===== src/rtl/bootctl_pkg.sv =====
package bootctl_pkg;

  typedef enum logic [1:0] {
    ST_IDLE = 2'd0,
    ST_BOOT = 2'd1,
    ST_RUN  = 2'd2
  } boot_state_e;

  // index of the least significant set bit, 0 when none is set
  function automatic int first_set_idx(input logic [31:0] vec);
    int idx;
    idx = 0;
    for (int i = 31; i >= 0; i--) begin
      if (vec[i]) idx = i;
    end
    return idx;
  endfunction

  // isolate the least significant set bit
  function automatic logic [31:0] lowest_onehot(input logic [31:0] vec);
    return vec & (~vec + 32'd1);
  endfunction

endpackage


===== src/rtl/bootctl_arb.sv =====
module bootctl_arb
  import bootctl_pkg::*;
#(
  parameter int NPORTS = 4,
  parameter int PIDX_W = 2
) (
  input  logic              clk,
  input  logic              rst_n,
  input  logic [NPORTS-1:0] nbr_rst_i,
  input  logic              mask_we_i,
  input  logic [NPORTS-1:0] mask_i,
  output logic              accept_o,
  output logic [PIDX_W-1:0] win_idx_o,
  output logic [PIDX_W-1:0] owner_o,
  output logic              locked_o
);

  logic [NPORTS-1:0] mask_q;
  logic              locked_q;
  logic [PIDX_W-1:0] owner_q;
  logic [NPORTS-1:0] cand;
  logic [NPORTS-1:0] cand_oh;
  logic              owner_high;
  logic              lock_free;

  assign cand       = nbr_rst_i & ~mask_q;
  assign cand_oh    = NPORTS'(lowest_onehot(32'(cand)));
  assign owner_high = nbr_rst_i[owner_q];
  assign lock_free  = !locked_q || !owner_high;
  assign accept_o   = lock_free && (|cand);
  assign win_idx_o  = PIDX_W'(first_set_idx(32'(cand)));
  assign owner_o    = owner_q;
  assign locked_o   = locked_q;

  always_ff @(posedge clk or negedge rst_n) begin
    if (!rst_n) begin
      mask_q <= '0;
    end else if (mask_we_i) begin
      mask_q <= mask_i;
    end
  end

  always_ff @(posedge clk or negedge rst_n) begin
    if (!rst_n) begin
      locked_q <= 1'b0;
      owner_q  <= '0;
    end else if (accept_o) begin
      locked_q <= 1'b1;
      owner_q  <= win_idx_o;
    end else if (locked_q && !owner_high) begin
      locked_q <= 1'b0;
    end
  end

  AST_OWNER_HELD: assert property (@(posedge clk) disable iff (!rst_n)
    (locked_q && owner_high) |=> (locked_q && $stable(owner_q)));
  AST_MASKED_NEVER_WINS: assert property (@(posedge clk) disable iff (!rst_n)
    accept_o |-> ((cand_oh & mask_q) == '0));
  AST_WIN_LOWEST: assert property (@(posedge clk) disable iff (!rst_n)
    accept_o |-> ($countones(cand_oh) == 1));

endmodule


===== src/rtl/bootctl_fsm.sv =====
module bootctl_fsm
  import bootctl_pkg::*;
(
  input  logic        clk,
  input  logic        rst_n,
  input  logic        accept_i,
  input  logic        exit_i,
  output boot_state_e state_o,
  output logic        boot_o,
  output logic        run_o,
  output logic        clr_valid_o
);

  boot_state_e state_q;
  boot_state_e state_d;
  logic        pwr_clr_q;

  always_comb begin
    state_d = state_q;
    if (accept_i) begin
      state_d = ST_BOOT;
    end else if (state_q == ST_BOOT && exit_i) begin
      state_d = ST_RUN;
    end
  end

  always_ff @(posedge clk or negedge rst_n) begin
    if (!rst_n) begin
      state_q   <= ST_IDLE;
      pwr_clr_q <= 1'b1;
    end else begin
      state_q   <= state_d;
      pwr_clr_q <= 1'b0;
    end
  end

  assign state_o     = state_q;
  assign boot_o      = (state_q == ST_BOOT);
  assign run_o       = (state_q == ST_RUN);
  assign clr_valid_o = pwr_clr_q;

  AST_ACCEPT_TO_BOOT: assert property (@(posedge clk) disable iff (!rst_n)
    accept_i |=> boot_o);
  AST_EXIT_TO_RUN: assert property (@(posedge clk) disable iff (!rst_n)
    (boot_o && exit_i && !accept_i) |=> run_o);
  AST_NO_CLR_ON_NBR: assert property (@(posedge clk) disable iff (!rst_n)
    accept_i |=> !clr_valid_o);
  AST_NO_IDLE_RETURN: assert property (@(posedge clk) disable iff (!rst_n)
    (state_q != ST_IDLE) |=> (state_q != ST_IDLE));

endmodule


===== src/rtl/bootctl_fwd.sv =====
module bootctl_fwd #(
  parameter int NPORTS = 4,
  parameter int W      = 16,
  parameter int PIDX_W = 2
) (
  input  logic                boot_i,
  input  logic [PIDX_W-1:0]   sel_i,
  input  logic [NPORTS*W-1:0] port_word_i,
  input  logic [NPORTS-1:0]   port_valid_i,
  output logic [NPORTS-1:0]   rd_en_o,
  output logic                wr_en_o,
  output logic [W-1:0]        wr_data_o
);

  logic [NPORTS-1:0] hit;
  logic [W-1:0]      masked_word [NPORTS];

  for (genvar p = 0; p < NPORTS; p++) begin : g_port
    assign rd_en_o[p]     = boot_i && (sel_i == PIDX_W'(p));
    assign hit[p]         = rd_en_o[p] && port_valid_i[p];
    assign masked_word[p] = rd_en_o[p] ? port_word_i[p*W +: W] : '0;
  end

  always_comb begin
    wr_data_o = '0;
    for (int p = 0; p < NPORTS; p++) begin
      wr_data_o = wr_data_o | masked_word[p];
    end
  end

  assign wr_en_o = |hit;

endmodule


===== src/rtl/bootctl_top.sv =====
module bootctl_top
  import bootctl_pkg::*;
#(
  parameter int NPORTS = 4,
  parameter int W      = 16,
  parameter int PIDX_W = (NPORTS > 1) ? $clog2(NPORTS) : 1
) (
  input  logic                clk,
  input  logic                rst_n,
  input  logic [NPORTS-1:0]   nbr_rst_i,
  input  logic                mask_we_i,
  input  logic [NPORTS-1:0]   mask_i,
  input  logic                boot_exit_i,
  input  logic [NPORTS*W-1:0] port_word_i,
  input  logic [NPORTS-1:0]   port_valid_i,
  output logic                boot_mode_o,
  output logic                run_mode_o,
  output logic [PIDX_W-1:0]   boot_port_o,
  output logic [NPORTS-1:0]   port_rd_en_o,
  output logic                mem_wr_en_o,
  output logic [W-1:0]        mem_wr_data_o,
  output logic                clr_valid_o
);

  logic              accept;
  logic [PIDX_W-1:0] win_idx;
  logic [PIDX_W-1:0] owner;
  logic              locked;
  boot_state_e       state;

  bootctl_arb #(.NPORTS(NPORTS), .PIDX_W(PIDX_W)) u_arb (
    .clk       (clk),
    .rst_n     (rst_n),
    .nbr_rst_i (nbr_rst_i),
    .mask_we_i (mask_we_i),
    .mask_i    (mask_i),
    .accept_o  (accept),
    .win_idx_o (win_idx),
    .owner_o   (owner),
    .locked_o  (locked)
  );

  bootctl_fsm u_fsm (
    .clk         (clk),
    .rst_n       (rst_n),
    .accept_i    (accept),
    .exit_i      (boot_exit_i),
    .state_o     (state),
    .boot_o      (boot_mode_o),
    .run_o       (run_mode_o),
    .clr_valid_o (clr_valid_o)
  );

  bootctl_fwd #(.NPORTS(NPORTS), .W(W), .PIDX_W(PIDX_W)) u_fwd (
    .boot_i       (boot_mode_o),
    .sel_i        (owner),
    .port_word_i  (port_word_i),
    .port_valid_i (port_valid_i),
    .rd_en_o      (port_rd_en_o),
    .wr_en_o      (mem_wr_en_o),
    .wr_data_o    (mem_wr_data_o)
  );

  assign boot_port_o = owner;

  AST_WR_NEEDS_BOOT: assert property (@(posedge clk) disable iff (!rst_n)
    mem_wr_en_o |-> (boot_mode_o && port_rd_en_o != '0));
  AST_RD_ONEHOT: assert property (@(posedge clk) disable iff (!rst_n)
    $onehot0(port_rd_en_o));
  AST_IDLE_QUIET: assert property (@(posedge clk) disable iff (!rst_n)
    (state == ST_IDLE) |-> (port_rd_en_o == '0 && !mem_wr_en_o));
  AST_BOOT_IMPLIES_LOCK_SEEN: assert property (@(posedge clk) disable iff (!rst_n)
    $rose(boot_mode_o) |-> locked);
  AST_PORT_FROM_WINNER: assert property (@(posedge clk) disable iff (!rst_n)
    accept |=> (boot_port_o == $past(win_idx)));

endmodule


===== config.mk =====
export PLATFORM = sky130hd
export DESIGN_NAME = bootctl_top
export DESIGN_NICKNAME = d
export VERILOG_FILES = /design/src/rtl/bootctl_pkg.sv /design/src/rtl/bootctl_arb.sv /design/src/rtl/bootctl_fsm.sv /design/src/rtl/bootctl_fwd.sv /design/src/rtl/bootctl_top.sv
export SDC_FILE = /design/constraint.sdc
export NUM_CORES = 1
export LEC_CHECK = 0
export CAP_MARGIN = 0
export CELL_PAD_IN_SITES_DETAIL_PLACEMENT = 1
export CELL_PAD_IN_SITES_GLOBAL_PLACEMENT = 2
export CORE_MARGIN = 2
export CORE_UTILIZATION = 30
export CTS_CLUSTER_DIAMETER = 50
export DETAILED_ROUTE_END_ITERATION = 12
export DONT_BUFFER_PORTS = 1
export PLACE_DENSITY_LB_ADDON = 0.1
export SLEW_MARGIN = 10
export SYNTH_ARGS = -nofsm -noshare
export SYNTH_HDL_FRONTEND = slang
export SYNTH_HIERARCHICAL = 1
export SYNTH_SLANG_ARGS = --single-unit

===== constraint.sdc =====
create_clock -name clk -period 2.7 [get_ports clk]
set_input_delay 0.27 -clock clk [delete_from_list [all_inputs] [get_ports clk]]
set_output_delay 0.27 -clock clk [all_outputs]
set_load 0.03 [all_outputs]

# Word level (Yosys, flattened, before mapping)
# Index checks and enable logic that the tools add are counted.
dict set report word_totals {
  register_bits 10
  input_bits 80
  out_inout_bits 26
  wordCells 49
}
dict set report classes {
  order_cmp 1
  eq_ne 5
  mux 14
  bitwise 5
  n_reduce_logical 19
}
# operator n
set op_table {}
lappend op_table {{2-to-1 mux 16 bit} 4}
lappend op_table {{bitwise OR 16 bit} 3}
lappend op_table {{2-to-1 mux 2 bit} 6}
lappend op_table {{logical AND 1 bit} 11}
lappend op_table {{OR reduction 4 bit} 2}
lappend op_table {{equality test 2 bit (second input constant)} 3}
lappend op_table {{AND 4 bit} 1}
lappend op_table {{equality test 2 x 1 -> 1 bit (second input constant)} 2}
lappend op_table {{inverter 4 bit} 1}
lappend op_table {{nonzero test 2 bit} 2}
lappend op_table {{< comparator 2 x 3 -> 1 bit (second input constant)} 1}
lappend op_table {{2-to-1 mux 1 bit} 3}
lappend op_table {{binary-select mux 1 bit (select 2 bit)} 1}
lappend op_table {{logical NOT 1 bit} 2}
lappend op_table {{logical NOT 2 bit} 1}
lappend op_table {{logical OR 1 bit} 1}

# Logic depth before layout (Yosys ltp)
# Gate-level depths: netlist of run 1.
dict set report logic_depth {
  depth_word 6
  mapped_depth 5
}

# Modules after synthesis
# The synthesis of run 1 kept the hierarchy.
# module instances cells_each area_each_um2 seq_area_each_um2
set by_module_without_submodules {}
lappend by_module_without_submodules {bootctl_fwd 1 65 561.8 0.0}
lappend by_module_without_submodules {bootctl_arb 1 30 362.8 175.2}
lappend by_module_without_submodules {bootctl_fsm 1 10 117.6 76.3}

# Least setup slack after synthesis of run 1
# No wires, ideal clock.
dict set report synth_timing {
  path_type {reg-to-output}
  from {register u_fsm.state_q[1], in the netlist u_fsm/state_o[1]}
  to {output port mem_wr_data_o[2]}
  arrival_time_ps 1591
  required_time_ps 2430
  path_slack_ps 839
  path_stages_with_launch 5
  path_buffers 1
  cell_sequence {dfrtp_1 -> and2b_2 -> nand2_1 -> buf_2 -> o22ai_1}
}
dict set report synth_between {
  elab_chain_len 6
  elab_cells_between_ends 12
  cone_classes {eq/ne (1); mux (4); bitwise (3); reduce/logical (4)}
}
# element line
set synth_lines {}
lappend synth_lines {{start: declaration} bootctl_fsm.sv:14} ;# boot_state_e state_q;
lappend synth_lines {{start signal: assignment} bootctl_fsm.sv:32} ;# state_q <= state_d;
lappend synth_lines {{equality test 2 x 1 -> 1 bit (*)} bootctl_fsm.sv:38} ;# assign boot_o = (state_q == ST_BOOT);
lappend synth_lines {{named net boot_mode_o} bootctl_top.sv:16} ;# output logic boot_mode_o,
lappend synth_lines {{logical AND 1 bit} bootctl_fwd.sv:19} ;# assign rd_en_o[p] = boot_i && (sel_i == PIDX_W'(p));
lappend synth_lines {{2-to-1 mux 16 bit} bootctl_fwd.sv:21} ;# assign masked_word[p] = rd_en_o[p] ? port_word_i[p*W +: W] : '0;
lappend synth_lines {{bitwise OR 16 bit (2 in series)} bootctl_fwd.sv:27} ;# wr_data_o = wr_data_o | masked_word[p];
lappend synth_lines {{bitwise OR 16 bit (*)} bootctl_fwd.sv:27}
lappend synth_lines {{end: declaration} bootctl_top.sv:21} ;# output logic [W-1:0] mem_wr_data_o,
# Mark *: on every way through the listed nets, which the timed path passes. The rest lies on a longest branch.

# Final worst setup path of run 1
dict set report layout_timing {
  from {register u_fsm.state_q[1], in the netlist u_fsm/state_o[1]}
  to {output port port_rd_en_o[1]}
}
dict set report layout_between {
  elab_chain_len 2
}
# element line
set layout_lines {}
lappend layout_lines {{equality test 2 x 1 -> 1 bit} bootctl_fsm.sv:38}
lappend layout_lines {{named net boot_mode_o} bootctl_top.sv:16}
lappend layout_lines {{logical AND 1 bit} bootctl_fwd.sv:19}
lappend layout_lines {{end: declaration} bootctl_top.sv:19} ;# output logic [NPORTS-1:0] port_rd_en_o,
# The timed path passes the listed nets, and every way through them passes these cells.

==> results of run 1 <==
==> report_power, final <==
| group | switching [mW] | internal (mW) | total, mW |
|---|---|---|---|
| clock network | 0.0518 | 0.0570 | 0.109 |
| logic | 0.784 | 0.483 | 1.27 |
| registers | 0.0745 | 0.190 | 0.264 |
| total | 0.911 | 0.730 | 1.64 |
==> worst max-delay path, delay by kind of cell, from the launching register on <==
| family | cells | cell delay (ps) |
|---|---|---|
| simple gates | 3 | 1380 |
| flops | 1 | 410 |
==> stage by stage <==
step                      cell area, um^2  power [mW]  cells   util
final                                1190        1.64    167  0.356
after detailed placement             1150        1.55    162  0.345
after global placement               1150        1.53    162  0.345
after CTS                            1190        1.66    167  0.356
after floorplan                      1040        1.31    104      -
after global routing                 1190        1.75    167  0.356
==> metal layers <==
metal | GRT usage | vias to the layer above
met5 | 0 | -
met4 | 0.0417 | 0
met1 | 0.124 | 429
met3 | 0.0739 | 5
li1 | - | 419
met2 | 0.258 | 54
==> worst min path at each step <==
| stage | startpoint | to | slack (ps) | depth (start not counted) |
|---|---|---|---|---|
| 4_1_cts | mask_we_i | u_arb/mask_q[3] | 100 | 1 |
| 6_report | mask_we_i | u_arb/mask_q[3] | 110 | 1 |
| 3_5_place_dp | rst_n | u_arb/mask_q[2] | -30 | 0 |
| 5_1_grt | mask_we_i | u_arb/mask_q[3] | 110 | 1 |
| 3_3_place_gp | rst_n | u_arb/mask_q[2] | -30 | 0 |
| 2_1_floorplan | rst_n | u_arb/locked_o | -30 | 0 |
==> state kept, by name, indices dropped and copies added, names as in the netlist <==
signal             flops
u_arb/locked_o         1
u_arb/mask_q           4
u_fsm/state_o          2
u_fsm/clr_valid_o      1
u_arb/owner_o          2
==> layout make-up <==
type | count | share of cell area
Multi-Input combinational cell | 84 | 0.579
Sequential cell | 10 | 0.213
Timing Repair Buffer | 20 | 0.129
Tap cell | 46 | 0.0485
Clock buffer | 4 | 0.0221
Inverter | 3 | 0.00948
==> cell usage in the layout (no fill, tap or decap), drive strengths merged <==
cell type,n
dfrtp,9
nand2,4
a31oi,1
a21oi,3
or2,1
mux2i,34
mux2,4
nor2b,2
inv,3
dfstp,1
o21ai,2
conb,1
o21a,1
and2b,2
nor2,7
clkbuf,4
dlygate4sd3,1
a21o,1
mux4,1
buf,19
o22ai,17
nand2b,3
==> timing repair <==
action                                  4_1_cts  5_1_grt
endpoints found under the hold margin        10        0
hold buffers                                  1        0
endpoints found under the setup margin        0        0
==> impl_results.md, run 1 <==
- Status: complete, no violations
- Met2 WL: 1480 um
- Max-slew headroom: 0.506
- HPWL Detailed: 2250 um
- Post-route ant nets: 0
- Inserted Clock Buffers: 3
- Die area: 0.00394 mm^2
- # IOs: 106
- Hold Path Class: in2reg
- Max stage delay cell, worst path: nor2_1
- Initial DRC count: 19
- Tcrit/Tclk final: 0.869
- CP Launch Type: flip-flop
- Fill cells: 397
- Post-DR vias/cell: 5.43
- Slew @ Worst Pin: 741 ps
- Die height: 62.8 um
- CP Data Required Time: 2430 ps
- R2R Setup Slk: 860 ps
- Nets: 202
- Placer Congestion: 0.753
- Drt first pass iters: 2
- Total gr overflow: 0
- Global-route wire length before repair: 4350 um
- GRT Util Overall: 0.137
- Leak: 0.512 nW
- M1 wire length: 932 um
- Post-cts resize count: 0
- Core box area: 0.00334 mm^2
- Area of the multi-input gates: 687 um^2
- Worst hold margin: 113 ps
- Share of cells above drive strength 1: 0.289
- Reg-to-Reg End: u_arb/owner_o[0]
- Vias in the first global route: 954
- Routed wire per std cell: 16.6 um
- Gate Count Post-Synth: 104
- Synthesized net count: 184
- Crit path launch: u_fsm/state_o[1]
- Crit path max fanout: 19
- Site Rows: 21
- Worst setup EP type: output port
- Effective utilization at floorplan: 0.310
- Max-cap violations: 0
- Reg clk slew, reported paths: 70 ps
- R2r worst-path depth: 4
- Netlist Area Pre-Place: 0.00104 mm^2
- Worst EP arrival: 2080 ps
- Mean Syn Cell Area: 9.96 um^2
- Max Clock Freq: 426 MHz
- Worst setup path end: port_rd_en_o[1]
- # port buffers: 0
- Reg2reg start: u_arb/owner_o[1]
- Setup TNS: 0 ps
- Largest net degree at the start of global routing: 23
- P&R area growth vs syn: 14.6%
- CTS tree: built
- Clock Sinks: 10
- Final worst slack: 354 ps
- Final Max Slew Viols: 0
- Via Count: 907
- Power Density: 1380 mW/mm^2
- CTS Root Cell: clkbuf_4
- Skew final: 17.5 ps
- Post-route minimum period: 2350 ps
- Yosys warns: 6
- DRC viols: 0
- Initial antenna violation count: 0
- Chip width: 62.8 um
- Antenna Cells: 0
- H-tree depth: 1
- Unrepaired setup endpoints after global routing: false
- Setup Fix Bufs, Post-CTS: 0
- Metal3 WL: 337 um
- Critical Path Max Stage Delay: 610 ps
- Final hold violations: 0
- Final wirelength: 2780 um
- Highest Signal Layer: met4
- Clk_lat worst skew: 270 ps
- Crit path cell chain: and2b_2 > nand2b_1 > nor2_1
- Worst vdd ir: 450 uV
- Kind of critical path: reg2out
- CTS Buffer Depth: 2
- Place WS: 614 ps
- Register area: 253 um^2
- Setup-failing EPs final: 0
Note: power is estimated with default switching activity, not from simulation.
==> inputs of run 2 (changes only) <==
CELL_PAD_IN_SITES_DETAIL_PLACEMENT = unset   (was 1)
CELL_PAD_IN_SITES_GLOBAL_PLACEMENT = unset   (was 2)
PLACE_DENSITY_LB_ADDON = unset   (was 0.1)
==> run 2 against run 1 <==
Compared with the run above:
- clock-buffer cell count stayed put
- sequential power about the same
- clock power increased by 19%
- first-iteration DRC count grew 32%
- non-clock buffer count down 1
- critical path depth unchanged
- wire length decreased by 3.0%
- total power is 1.3% higher
- clock skew shrank 15 ps
- global-route usage decreased by 0.78 points
- largest power group unchanged
==> impl_results.md, run 2 (synthesis gave the netlist of run 1 again) <==
- Max-cap violations: 0 (unchanged)
- HPWL Detailed: 2230 um (-0.91%)
- CP Launch Type: flip-flop
- Net Sw Power: 898 uW (-1.3%)
- Commonest cells after routing, fill and taps aside: 34 x mux2i_1, 17 x buf_4, 17 x o22ai_1, 8 x dfrtp_1, 7 x nor2_1
- Kind of critical path: reg2out
- H-tree depth: 1 (unchanged)
- Clk pwr share: 0.078 (+0.012)
- Chip width: 62.8 um (unchanged)
- Reg2reg start: u_arb/owner_o[1]
- CTS Root Cell: clkbuf_4
- Final wirelength: 2690 um (-3.0%)
- Fill cells: 341 (-14%)
- Final worst slack: 406 ps (+52.4 ps)
- Setup TNS: 0 ps (unchanged)
- Die area: 0.00394 mm^2 (unchanged)
- Combinational Power Share: 0.763 (-0.010)
- Final hold violations: 0 (unchanged)
- Core box area: 0.00334 mm^2 (unchanged)
- Crit path max fanout: 19 (unchanged)
- Effective utilization at floorplan: 0.310 (unchanged)
- Max stage delay cell, worst path: nor2_1
- Antenna Cells: 0 (unchanged)
- Worst setup EP type: output port
- Total gr overflow: 0 (unchanged)
- # IOs: 106 (unchanged)
- Status: complete, no violations
- P&R area growth vs syn: 16.1%
- Post-route ant nets: 0 (unchanged)
- Max Clock Freq: 436 MHz (+2.3%)
- Site Rows: 21 (unchanged)
- Via Count: 888 (-2.1%)
- Reg-to-Reg End: u_arb/owner_o[0]
- Critical Path Max Stage Delay: 630 ps (+20 ps)
- Most common cell after layout, fill and taps aside: mux2i_1
- Sequential power share: 0.158 (-0.003)
- Power Density: 1380 mW/mm^2 (about the same)
- Worst setup path end: port_rd_en_o[3]
- Slew @ Worst Pin: 706 ps (-35.4 ps)
- Setup-failing EPs final: 0 (unchanged)
- Int Pwr: 763 uW (+4.6%)
- Die height: 62.8 um (unchanged)
- Post-cts resize count: 0 (unchanged)
- # port buffers: 0 (unchanged)
- Tcrit/Tclk final: 0.849 (-0.0194)
- Final Max Slew Viols: 0 (unchanged)
- Worst vdd ir: 454 uV (+0.98%)
- Initial antenna violation count: 0 (unchanged)
- Placer Congestion: 0.739 (-2.0%)
- Largest net degree at the start of global routing: 38 (+65%)
- Max FFs per register: 4 (unchanged)
- Hold Path Class: in2reg
- Place WS: 693 ps (+79.0 ps)
- Initial DRC count: 25 (+6)
- CP Data Required Time: 2430 ps (about the same)
- Worst EP arrival: 2020 ps (-60 ps)
- Leak: 0.517 nW (+0.94%)
- R2r worst-path depth: 4 (unchanged)
- Clock Sinks: 10 (unchanged)
- Clk_lat worst skew: 260 ps (about the same)
- Sw Ratio: 0.541 (-0.0144)
- Vias in the first global route: 896 (-6.1%)
- Drt first pass iters: 3 (+1)
- Max-slew headroom: 0.530 (+0.0236)
- Global-route wire length before repair: 4230 um (-2.8%)
- Routed wire per std cell: 16.2 um (-2.4%)
- Share of cells above drive strength 1: 0.292 (+0.00241)
- Post-DR vias/cell: 5.35 (-1.5%)
- Unrepaired setup endpoints after global routing: false
- Reg clk slew, reported paths: 70 ps (about the same)
- CTS tree: built
- Crit path launch: u_fsm/state_o[1]
- DRC viols: 0 (unchanged)
- Biggest register: u_arb/mask_q
- Inserted Clock Buffers: 3 (unchanged)
- Post-route minimum period: 2290 ps (-52.4 ps)
- R2R Setup Slk: 860 ps (about the same)
- Skew final: 2.57 ps (-14.9 ps)
- Nets: 201 (-0.50%)
- GRT Util Overall: 0.129 (-0.00784)
- Crit path cell chain: and2b_2 > nand2_1 > nor2_1
- CTS Buffer Depth: 2 (unchanged)
-- run 2: changes by cell type in the layout (fill, tap and decap cells not counted) --
cell / before / now
clkbuf_8: 0 / 1
clkbuf_1: 1 / 0
buf_4: 19 / 17
buf_12: 0 / 1
-- run 2: through the flow --
stage	utilization	instances	hold slack [ps]	instance area, um^2	power (mW)
after floorplan	-	104	-25.6	1040	1.31
after global placement	0.346	161	-25.3	1160	1.51
after detailed placement	0.346	161	-25.3	1160	1.54
after CTS	0.360	166	113	1200	1.68
after global routing	0.360	166	123	1200	1.76
final	0.360	166	119	1200	1.66
-- run 2: worst min path at each step --
stage | from | endpoint | slack [ps] | cells past startpoint
2_1_floorplan | rst_n | u_arb/locked_o | -30 | 0
3_3_place_gp | rst_n | u_arb/mask_q[0] | -30 | 0
3_5_place_dp | rst_n | u_arb/mask_q[0] | -30 | 0
4_1_cts | mask_we_i | u_arb/mask_q[3] | 110 | 1
5_1_grt | mask_we_i | u_arb/mask_q[3] | 120 | 1
6_report | mask_we_i | u_arb/mask_q[3] | 120 | 1
-- run 2: power groups by stage --
stage	registers [mW]	clock network, mW	logic, mW
floorplan	0.251	0	1.06
global placement	0.266	0	1.24
detailed placement	0.268	0	1.27
CTS	0.265	0.137	1.27
global route	0.274	0.141	1.34
finish	0.263	0.130	1.27
-- run 2: cell type report --
type / instances / area [um^2] / share of cell area
multi-input combinational: 84 / 687 / 0.571
sequential: 10 / 253 / 0.210
timing repair buffer: 19 / 158 / 0.131
tap: 46 / 57.6 / 0.0479
clock buffer: 4 / 36.3 / 0.0302
inverter: 3 / 11.3 / 0.00937
-- run 2: timing repair --
| item | 4_1_cts | 5_1_grt |
|---|---|---|
| setup buffers | 0 | 0 |
| hold buffers | 1 | 0 |
| endpoints found under the hold margin | 10 | 0 |
-- run 2: critical path: cells and delay by family, from the launching register on --
kind | cells | cell delay, ps
DFF | 1 | 390
and+or+nand+nor | 3 | 1370
-- run 2: routing by layer --
metal / vias up / global-route usage / part of all wire
li1: 421 / - / -
met1: 408 / 0.133 / 0.36
met2: 59 / 0.243 / 0.52
met3: 0 / 0.0523 / 0.12
met4: 0 / 0.0250 / 0
met5: - / 0 / 0
